`src/rtl/rx_dest_filter_pkg.sv`:
```
package rx_dest_filter_pkg;
  localparam int ADDR_BYTES = 6;
  localparam int ADDR_W     = ADDR_BYTES * 8;
  localparam int SLOT_W     = $clog2(ADDR_BYTES);
  localparam int CRC_W      = 32;
  localparam logic [CRC_W-1:0] CRC_POLY = 32'hEDB88320;

  typedef struct packed {
    logic bcastEn;
    logic allMcast;
    logic promisc;
    logic hashEn;
  } mode_t;

  typedef struct packed {
    logic              step;
    logic              seed;
    logic              finish;
    logic [SLOT_W-1:0] slot;
  } dpCtl_t;

  // one byte of a reflected CRC, least significant bit first
  function automatic logic [CRC_W-1:0] crcByte(input logic [CRC_W-1:0] c,
                                               input logic [7:0] d);
    logic [CRC_W-1:0] r;
    r = c ^ {{(CRC_W-8){1'b0}}, d};
    for (int k = 0; k < 8; k++) begin
      r = r[0] ? ((r >> 1) ^ CRC_POLY) : (r >> 1);
    end
    return r;
  endfunction
endpackage

```
`src/rtl/rx_dest_filter_regs.sv`:
```
module rx_dest_filter_regs
  import rx_dest_filter_pkg::*;
#(
  parameter int HASH_IDX_W = 6,
  parameter int REG_W      = 32,
  parameter int REG_ADDR_W = 3,
  localparam int HASH_BITS = 1 << HASH_IDX_W,
  localparam int HASH_REGS = HASH_BITS / REG_W,
  localparam int HASH_BASE = 3
) (
  input  logic                  clk,
  input  logic                  rstN,
  input  logic                  wrEn,
  input  logic [REG_ADDR_W-1:0] wrAddr,
  input  logic [REG_W-1:0]      wrData,
  output mode_t                 modeQ,
  output logic [ADDR_W-1:0]     stationQ,
  output logic [HASH_BITS-1:0]  hashQ
);
  localparam int HI_W = ADDR_W - REG_W;

  always_ff @(posedge clk) begin
    if (!rstN) begin
      modeQ    <= '{bcastEn: 1'b1, allMcast: 1'b0, promisc: 1'b0, hashEn: 1'b0};
      stationQ <= '0;
      hashQ    <= '0;
    end else if (wrEn) begin
      if (wrAddr == REG_ADDR_W'(0)) begin
        modeQ.bcastEn  <= wrData[0];
        modeQ.allMcast <= wrData[1];
        modeQ.promisc  <= wrData[2];
        modeQ.hashEn   <= wrData[3];
      end
      if (wrAddr == REG_ADDR_W'(1)) stationQ[ADDR_W-1 -: HI_W] <= wrData[HI_W-1:0];
      if (wrAddr == REG_ADDR_W'(2)) stationQ[REG_W-1:0] <= wrData;
      for (int k = 0; k < HASH_REGS; k++) begin
        if (wrAddr == REG_ADDR_W'(HASH_BASE + k)) hashQ[k*REG_W +: REG_W] <= wrData;
      end
    end
  end
endmodule

```
`src/rtl/rx_dest_filter_ctrl.sv`:
```
module rx_dest_filter_ctrl
  import rx_dest_filter_pkg::*;
(
  input  logic   clk,
  input  logic   rstN,
  input  logic   byteValid,
  input  logic   daFirst,
  output dpCtl_t ctl
);
  logic [SLOT_W-1:0] cntQ;
  logic [SLOT_W-1:0] slot;

  always_comb begin
    slot       = daFirst ? '0 : cntQ;
    ctl.step   = byteValid;
    ctl.seed   = byteValid && (slot == '0);
    ctl.finish = byteValid && (slot == SLOT_W'(ADDR_BYTES - 1));
    ctl.slot   = slot;
  end

  always_ff @(posedge clk) begin
    if (!rstN)           cntQ <= '0;
    else if (ctl.finish) cntQ <= '0;
    else if (byteValid)  cntQ <= slot + SLOT_W'(1);
  end
endmodule

```
`src/rtl/rx_dest_filter_dp.sv`:
```
module rx_dest_filter_dp
  import rx_dest_filter_pkg::*;
#(
  parameter int HASH_IDX_W = 6,
  localparam int HASH_BITS = 1 << HASH_IDX_W
) (
  input  logic                 clk,
  input  logic                 rstN,
  input  dpCtl_t               ctl,
  input  logic [7:0]           byteData,
  input  mode_t                mode,
  input  logic [ADDR_W-1:0]    station,
  input  logic [HASH_BITS-1:0] hashTable,
  output logic                 resultValid,
  output logic                 accept,
  output logic                 isMcast
);
  logic [CRC_W-1:0]                crcQ, crcNext;
  logic [ADDR_BYTES-1:0][7:0]      bytesQ, fullBytes;
  logic [ADDR_W-1:0]               addrVec;
  logic [HASH_IDX_W-1:0]           hashIdx;
  logic                            groupAddr, allOnes, stationHit, hashHit, decide;

  always_comb crcNext = crcByte(ctl.seed ? '1 : crcQ, byteData);

  always_ff @(posedge clk) begin
    if (!rstN) begin
      crcQ   <= '1;
      bytesQ <= '0;
    end else if (ctl.step) begin
      crcQ             <= crcNext;
      bytesQ[ctl.slot] <= byteData;
    end
  end

  // the final byte is taken straight from the input
  always_comb begin
    for (int i = 0; i < ADDR_BYTES; i++) begin
      fullBytes[i] = (i == ADDR_BYTES - 1) ? byteData : bytesQ[i];
      addrVec[(ADDR_BYTES-1-i)*8 +: 8] = fullBytes[i];
    end
    hashIdx    = crcNext[CRC_W-1 -: HASH_IDX_W];
    hashHit    = hashTable[hashIdx];
    groupAddr  = fullBytes[0][0];
    allOnes    = &addrVec;
    stationHit = (addrVec == station);
    if (mode.promisc)   decide = 1'b1;
    else if (allOnes)   decide = mode.bcastEn;
    else if (groupAddr) decide = mode.allMcast | (mode.hashEn & hashHit);
    else                decide = stationHit;
  end

  always_ff @(posedge clk) begin
    if (!rstN) begin
      resultValid <= 1'b0;
      accept      <= 1'b0;
      isMcast     <= 1'b0;
    end else begin
      resultValid <= ctl.finish;
      accept      <= ctl.finish & decide;
      isMcast     <= ctl.finish & groupAddr;
    end
  end
endmodule

```
`src/rtl/rx_dest_filter.sv`:
```
module rx_dest_filter
  import rx_dest_filter_pkg::*;
#(
  parameter int HASH_IDX_W = 6,
  parameter int REG_W      = 32,
  parameter int REG_ADDR_W = 3
) (
  input  logic                  clk,
  input  logic                  rstN,
  input  logic                  regWrEn,
  input  logic [REG_ADDR_W-1:0] regAddr,
  input  logic [REG_W-1:0]      regWrData,
  input  logic                  byteValid,
  input  logic                  daFirst,
  input  logic [7:0]            byteData,
  output logic                  resultValid,
  output logic                  accept,
  output logic                  isMcast
);
  localparam int HASH_BITS = 1 << HASH_IDX_W;

  mode_t                modeQ;
  logic [ADDR_W-1:0]    stationQ;
  logic [HASH_BITS-1:0] hashQ;
  dpCtl_t               ctl;
  logic                 promiscOn;

  assign promiscOn = modeQ.promisc;

  rx_dest_filter_regs #(.HASH_IDX_W(HASH_IDX_W), .REG_W(REG_W), .REG_ADDR_W(REG_ADDR_W)) uRegs (
    .clk(clk), .rstN(rstN), .wrEn(regWrEn), .wrAddr(regAddr), .wrData(regWrData),
    .modeQ(modeQ), .stationQ(stationQ), .hashQ(hashQ));

  rx_dest_filter_ctrl uCtrl (
    .clk(clk), .rstN(rstN), .byteValid(byteValid), .daFirst(daFirst), .ctl(ctl));

  rx_dest_filter_dp #(.HASH_IDX_W(HASH_IDX_W)) uDp (
    .clk(clk), .rstN(rstN), .ctl(ctl), .byteData(byteData), .mode(modeQ),
    .station(stationQ), .hashTable(hashQ),
    .resultValid(resultValid), .accept(accept), .isMcast(isMcast));
endmodule

```
`config.mk`:
```
export PLATFORM = sky130hd
export DESIGN_NAME = rx_dest_filter
export DESIGN_NICKNAME = d
export VERILOG_FILES = /design/src/rtl/rx_dest_filter_pkg.sv /design/src/rtl/rx_dest_filter_regs.sv /design/src/rtl/rx_dest_filter_ctrl.sv /design/src/rtl/rx_dest_filter_dp.sv /design/src/rtl/rx_dest_filter.sv
export SDC_FILE = /design/constraint.sdc
export NUM_CORES = 1
export LEC_CHECK = 0
export ABC_CLOCK_PERIOD_IN_PS = 7500
export BUFFER_PORTS_ARGS = -buffer_cell sky130_fd_sc_hd__buf_2
export CAP_MARGIN = 20
export CORE_UTILIZATION = 45
export DETAILED_ROUTE_END_ITERATION = 10
export HOLD_SLACK_MARGIN = 0.05
export PLACE_DENSITY = 0.61
export SKIP_CTS_REPAIR_TIMING = 1
export SYNTH_ARGS = -nofsm -noshare
export SYNTH_HDL_FRONTEND = slang
export SYNTH_SLANG_ARGS = --single-unit
export TNS_END_PERCENT = 30
```
`constraint.sdc`:
```
create_clock -name clk -period 7.5 [get_ports clk]
set_input_delay 0.375 -clock clk [delete_from_list [all_inputs] [get_ports clk]]
set_output_delay 0.375 -clock clk [all_outputs]
set_load 0.02 [all_outputs]
```
Word level (Yosys, flattened, before mapping)
Index checks and enable logic that the tools add are counted.

Flip-flop bits (word level): 202. Latch bits: 0. Bits in writable memories: 0. ROM bits: 0. Input port bits: 48. Output and inout bits: 3. Logic and storage cells: 73. Memories: 0.

Add/subtract/negate cells: 1. Multipliers: 0. Div/mod/pow operators: 0. $lt $le $gt $ge: 3. Eq/ne operators: 6. Shifts and indexed selects: 0. Muxes and demuxes: 18. Bitwise gates (word level): 14. Reduce and logical (&&, ||, !) cells: 12.

Operator list (number): 2-to-1 mux 32 bit (9); inverter 13 -> 14 bit (8); bitwise mux 48 bit (1); equality test 48 bit (1); AND reduction 48 bit (1); XOR 32 x 8 -> 32 bit (1); demux 8 bit (select 3 bit) (1); AND reduction 2 bit (5); 2-to-1 mux 8 bit (1); < comparator 6 x 7 -> 1 bit (second input constant) (1); binary-select mux 1 bit (select 6 bit) (1); equality test 3 x 2 -> 1 bit (second input constant) (2); equality test 3 bit (second input constant) (2); logical NOT 3 bit (2); < comparator 3 x 4 -> 1 bit (second input constant) (1); 2-to-1 mux 1 bit (4); adder 3 x 1 -> 3 bit (second input constant) (1); bitwise AND 1 bit (3); equality test 3 x 1 -> 1 bit (second input constant) (1); greater-or-equal comparator 3 x 1 -> 1 bit (second input constant) (1); logical AND 1 bit (3); 2-to-1 mux 3 bit (1); OR reduction 2 bit (1); inverter 1 bit (1); bitwise OR 1 bit (1).

Longest topological paths before layout
Depth in word-level cells: 29. Depth in mapped cells: 16. Gate-level depth less buffers: 13.

Cells and area by module
A second synthesis with hierarchy kept.

Cells, all modules: 1041. Area total of the unflattened synthesis: 9555.4 um^2.

By module, submodules not included: rx_dest_filter_dp (times used 1, cells an instance 598, area an instance 5032.3 um^2, sequential area each 1501.4 um^2); rx_dest_filter_regs (times used 1, cells an instance 416, area an instance 4299.1 um^2, sequential area each 2322.2 um^2); rx_dest_filter_ctrl (times used 1, cells an instance 27, area an instance 224.0 um^2, sequential area each 60.1 um^2).

Worst setup path before layout
OpenSTA, ideal clock, no wires.

Path kind: reg2reg. Start: reg uCtrl.cntQ[0]. End: reg uDp.accept. Setup time: 0.124 ns. Arrival time: 3.433 ns. Data required time: 7.376 ns. Slack: 3.943 ns. Cell stages (with the launch flop): 15. Buffers on the path: 1. Clock period less this slack: 3.557 ns. Path through: dfxtp_1 -> nor2b_1 -> inv_1 -> ha_1 -> and2_1 -> buf_4 -> a21oi_2 -> xnor2_4 -> xor2_4 -> xor2_4 -> mux4_1 -> a211oi_1 -> nor3_1 -> a211oi_1 -> o31ai_1.

Word-level cells in the longest chain between the ends: 25. Elaborated cells between the ends (all ways): 30. Classes of those cells: eq/ne: 1; mux: 15; bitwise: 11; reduce/logical: 3.

RTL lines: from (decl) (RTL line rx_dest_filter_ctrl.sv:10) `logic [SLOT_W-1:0] cntQ;`; from (signal assigned) (RTL line rx_dest_filter_ctrl.sv:24) `else if (byteValid) cntQ <= slot + SLOT_W'(1);`; 2-to-1 mux 3 bit (*) (RTL line rx_dest_filter_ctrl.sv:14) `slot = daFirst ? '0 : cntQ;`; logical NOT 3 bit (RTL line rx_dest_filter_ctrl.sv:16) `ctl.seed = byteValid && (slot == '0);`; logical AND 1 bit (RTL line rx_dest_filter_ctrl.sv:16); 2-to-1 mux 32 bit (RTL line rx_dest_filter_dp.sv:24) `always_comb crcNext = crcByte(ctl.seed ? '1 : crcQ, byteData);`; XOR 32 x 8 -> 32 bit (RTL line rx_dest_filter_pkg.sv:26) `r = c ^ {{(CRC_W-8){1'b0}}, d};`; 2-to-1 mux 32 bit (3 in a row) (RTL line rx_dest_filter_pkg.sv:28) `r = r[0] ? ((r >> 1) ^ CRC_POLY) : (r >> 1);`; inverter 13 -> 14 bit (no line); 2-to-1 mux 32 bit (RTL line rx_dest_filter_pkg.sv:28); [7 not listed]; binary-select mux 1 bit (select 6 bit) (RTL line rx_dest_filter_dp.sv:43) `hashHit = hashTable[hashIdx];`; 2-to-1 mux 1 bit (not written as such) (RTL line rx_dest_filter_dp.sv:43); bitwise AND 1 bit (RTL line rx_dest_filter_dp.sv:49) `else if (groupAddr) decide = mode.allMcast | (mode.hashEn & hashHit);`; bitwise OR 1 bit (RTL line rx_dest_filter_dp.sv:49); 2-to-1 mux 1 bit (RTL line rx_dest_filter_dp.sv:49); 2-to-1 mux 1 bit (RTL line rx_dest_filter_dp.sv:48) `else if (allOnes) decide = mode.bcastEn;`; 2-to-1 mux 1 bit (RTL line rx_dest_filter_dp.sv:47) `if (mode.promisc) decide = 1'b1;`; bitwise AND 1 bit (*) (RTL line rx_dest_filter_dp.sv:60) `accept <= ctl.finish & decide;`; to (signal assigned) (RTL line rx_dest_filter_dp.sv:60); to (decl) (RTL line rx_dest_filter_dp.sv:15) `output logic accept,`.

Mark *: on every way between the ends. The rest lies on a longest branch, timed or not. The select of a mux whose other input is x is not followed. A chain may end at the register's enable or synchronous reset.

Worst setup path after layout
Same ends and word-level chain as after synthesis.

==> run metrics <==
total power draw=about 3100 uW; top-area cell type share of the netlist area=between 40% and 50%; antenna cell count=0; Post-Syn Area=~9600 um2; global-route wire length before repair=approximately 41 mm; RSZ-0062 raised after global routing=no; final hold violation count=0; Async SR Flop Fraction=0%; drt first pass iters=5; Routed WL=26.5 mm; Row Count=53; CTS max path bufs=2; VDD IR-drop max=~150 uV; Die Span Y=148 um; Leak Pwr=0.00394 uW; initial antenna violation count=0; top cells by area, synth=dfxtp_1, nand2_1, a21boi_0, xnor2_1, mux2i_1; DP HPWL=approximately 18 mm; die extent in x=~150 um; Worst R2R Setup Slack=approximately 3100 ps; status=complete, no violations; Tightest Pin Transition=approximately 1100 ps; Worst EP required=7860 ps; NumNets Final=approximately 1200; Num CTS Buffers=17; share of layout cells above drive strength 1=10.1%; Max-Cap Viols=0; CP Capture Type=flip-flop; DRC=0; Tmin final=4360 ps; crit-path max FO=12; Reg2Reg Depth=13; Synth Area per Inst=approximately 8.5 um2; largest net degree at the start of global routing=just over 100; Core Region=21000 um2; vias in the first global route=between 7000 and 8000; crit share post-route=around 58%; Slew Viols, Final=0; post-DR vias/cell=around 5.4; CTS tree=yes; final core occ=roughly half; CP Launch Type=flip-flop; root buf cell=clkbuf_16; Placer Congestion=between 0.9 and 1; Gate Count Post-Synth=about 1100; initial core utilization=a little under half; Clock Skews=between 10 and 15 ps; # port buffers=50; DR vias=7605; hold path cells=3; Hold/Removal Path Class=input port to flip-flop; number of fill cells=2073; #FFs+latches synth=between 150 and 200; highest clock rate=0.229 GHz; Worst slew margin=27.9%; placed cell area=roughly 10000 um2; number of synthesized flops with an enable pin=0; WHS=about 220 ps; WS Path Type=flip-flop to flip-flop; die area=around 22000 um2; H-tree Lvls=4; aggregate negative setup slack=0 ps; starting DRC count in detailed routing=a little under 600; prevailing post-synth register cell=dfxtp_1; crit path DAT=~4700 ps; area added between synthesis and finish=10.5%; Syn Nets=around 1200; remaining global-route overflow=0; PD cells=295 nW/um2; gr usage total=between 20% and 30%; antenna-violating nets left=0; yosys warns=0; post-synth top area cell=dfxtp_1; # setup viols final=0; I/O pin total=between 50 and 60; CTS sink cnt=about 190; CTS clk-pin slew, worst paths=roughly 80 ps; Clk Latency, worst-skew pair=approximately 440 ps; drt wl/cell=~19 um; library cells used by synthesis=53; design area=between 10000 and 15000 um2; Seq/Total Area, Yosys=40.4%
Yosys cell counts, drive strengths merged, types with 5 or more instances:
library cell  number
o31ai              5
dfxtp            194
buf               15
o21ai             33
xnor2             77
nand3             12
nor2b             49
clkbuf            59
mux2i             55
nor4              11
inv               19
nand2            292
xor2              38
a21boi           113
nor2              42
nand4             21
mux4               9
o22ai              8
nor3              11
a21oi             15
cell families (layout without fill, tap and decap cells):
logic type,Yosys count,count (layout),synth area share [%]
XOR/XNOR,115,115,11.8
multiplexers,64,64,7.99
AO/OA/AOI/OAI,194,194,14.2
flip-flops,194,194,40.4
adder cells (fa/ha/maj),3,3,0.391
AND/OR/NAND/NOR,461,461,21.1
buffers and inverters,93,112,3.98
stage by stage:
stage / instances / setup WS, ps
finish: 1418 / 3140
global route: 1418 / 2800
CTS: 1418 / 3120
detailed placement: 1386 / 2790
global placement: 1386 / 2880
floorplan: 1124 / 3940
layer usage:
| metal | part of all wire, % | vias up | GRT usage (%) |
|---|---|---|---|
| met2 | 45 | 220 | 38.1 |
| met4 | 2.0 | 0 | 8.14 |
| met1 | 47 | 3595 | 35.9 |
| met3 | 5.7 | 26 | 3.99 |
| li1 | - | 3764 | - |
| met5 | 0 | - | 0 |
placed cells by master (no fill, tap or decap), types with 5 or more instances in the layout:
master / n
nor4_1: 11
buf_2: 49
o22ai_1: 8
nor2_1: 41
a21oi_2: 5
o31ai_1: 5
xor2_1: 36
mux4_2: 5
nor2b_1: 49
dfxtp_1: 194
o21ai_0: 32
inv_1: 19
a21oi_1: 10
nand3_1: 12
nand4_1: 21
nand2_1: 292
buf_4: 12
a21boi_0: 113
xnor2_2: 5
mux2i_1: 55
clkbuf_16: 17
xnor2_1: 69
nor3_1: 11
state kept, by name, indices dropped and copies added, names as in the netlist:
name and count:
uRegs.modeQ 4, uDp.crcQ 32, uDp.accept 1, uRegs.hashQ 64, uCtrl.cntQ 3, uDp.isMcast 1
uDp.addrVec 40, uRegs.stationQ 48, uDp.resultValid 1
critical path, stage by stage (launching register included):
cell       delay, ps
dfxtp_1          390
nor2b_1          320
inv_1            100
ha_1             190
and2_1           270
a21oi_2          270
xnor2_2          260
xnor2_4          370
xor2_1           880
nand2_1          280
o2111ai_1        280
nor3_1            80
or3_1            380
o31ai_1          200
report_power, final:
| part | leakage [uW] | switching, uW | internal (uW) |
|---|---|---|---|
| sequential | 0.00158 | 55.5 | 1100 |
| clock | 0.000315 | 450 | 543 |
| combinational | 0.00205 | 559 | 419 |
layout make-up:
type                            count  area [um2]  area share, %
Multi-Input combinational cell    837        5350           50.3
Sequential cell                   194        3880           36.6
Clock buffer                       17         425           4.01
Tap cell                          275         344           3.24
Timing Repair Buffer               61         335           3.16
Clock inverter                     15         216           2.04
Inverter                           19        71.3          0.671
worst paths after layout:
kind | from | to
max reg2reg | uCtrl.cntQ[0] | uDp.accept
max | uCtrl.cntQ[0] | uDp.accept
min reg2reg | uRegs.hashQ[28] | uRegs.hashQ[28]
min | regWrData[26] | uRegs.hashQ[58]
No activity file was read; power rests on OpenSTA's default activity.
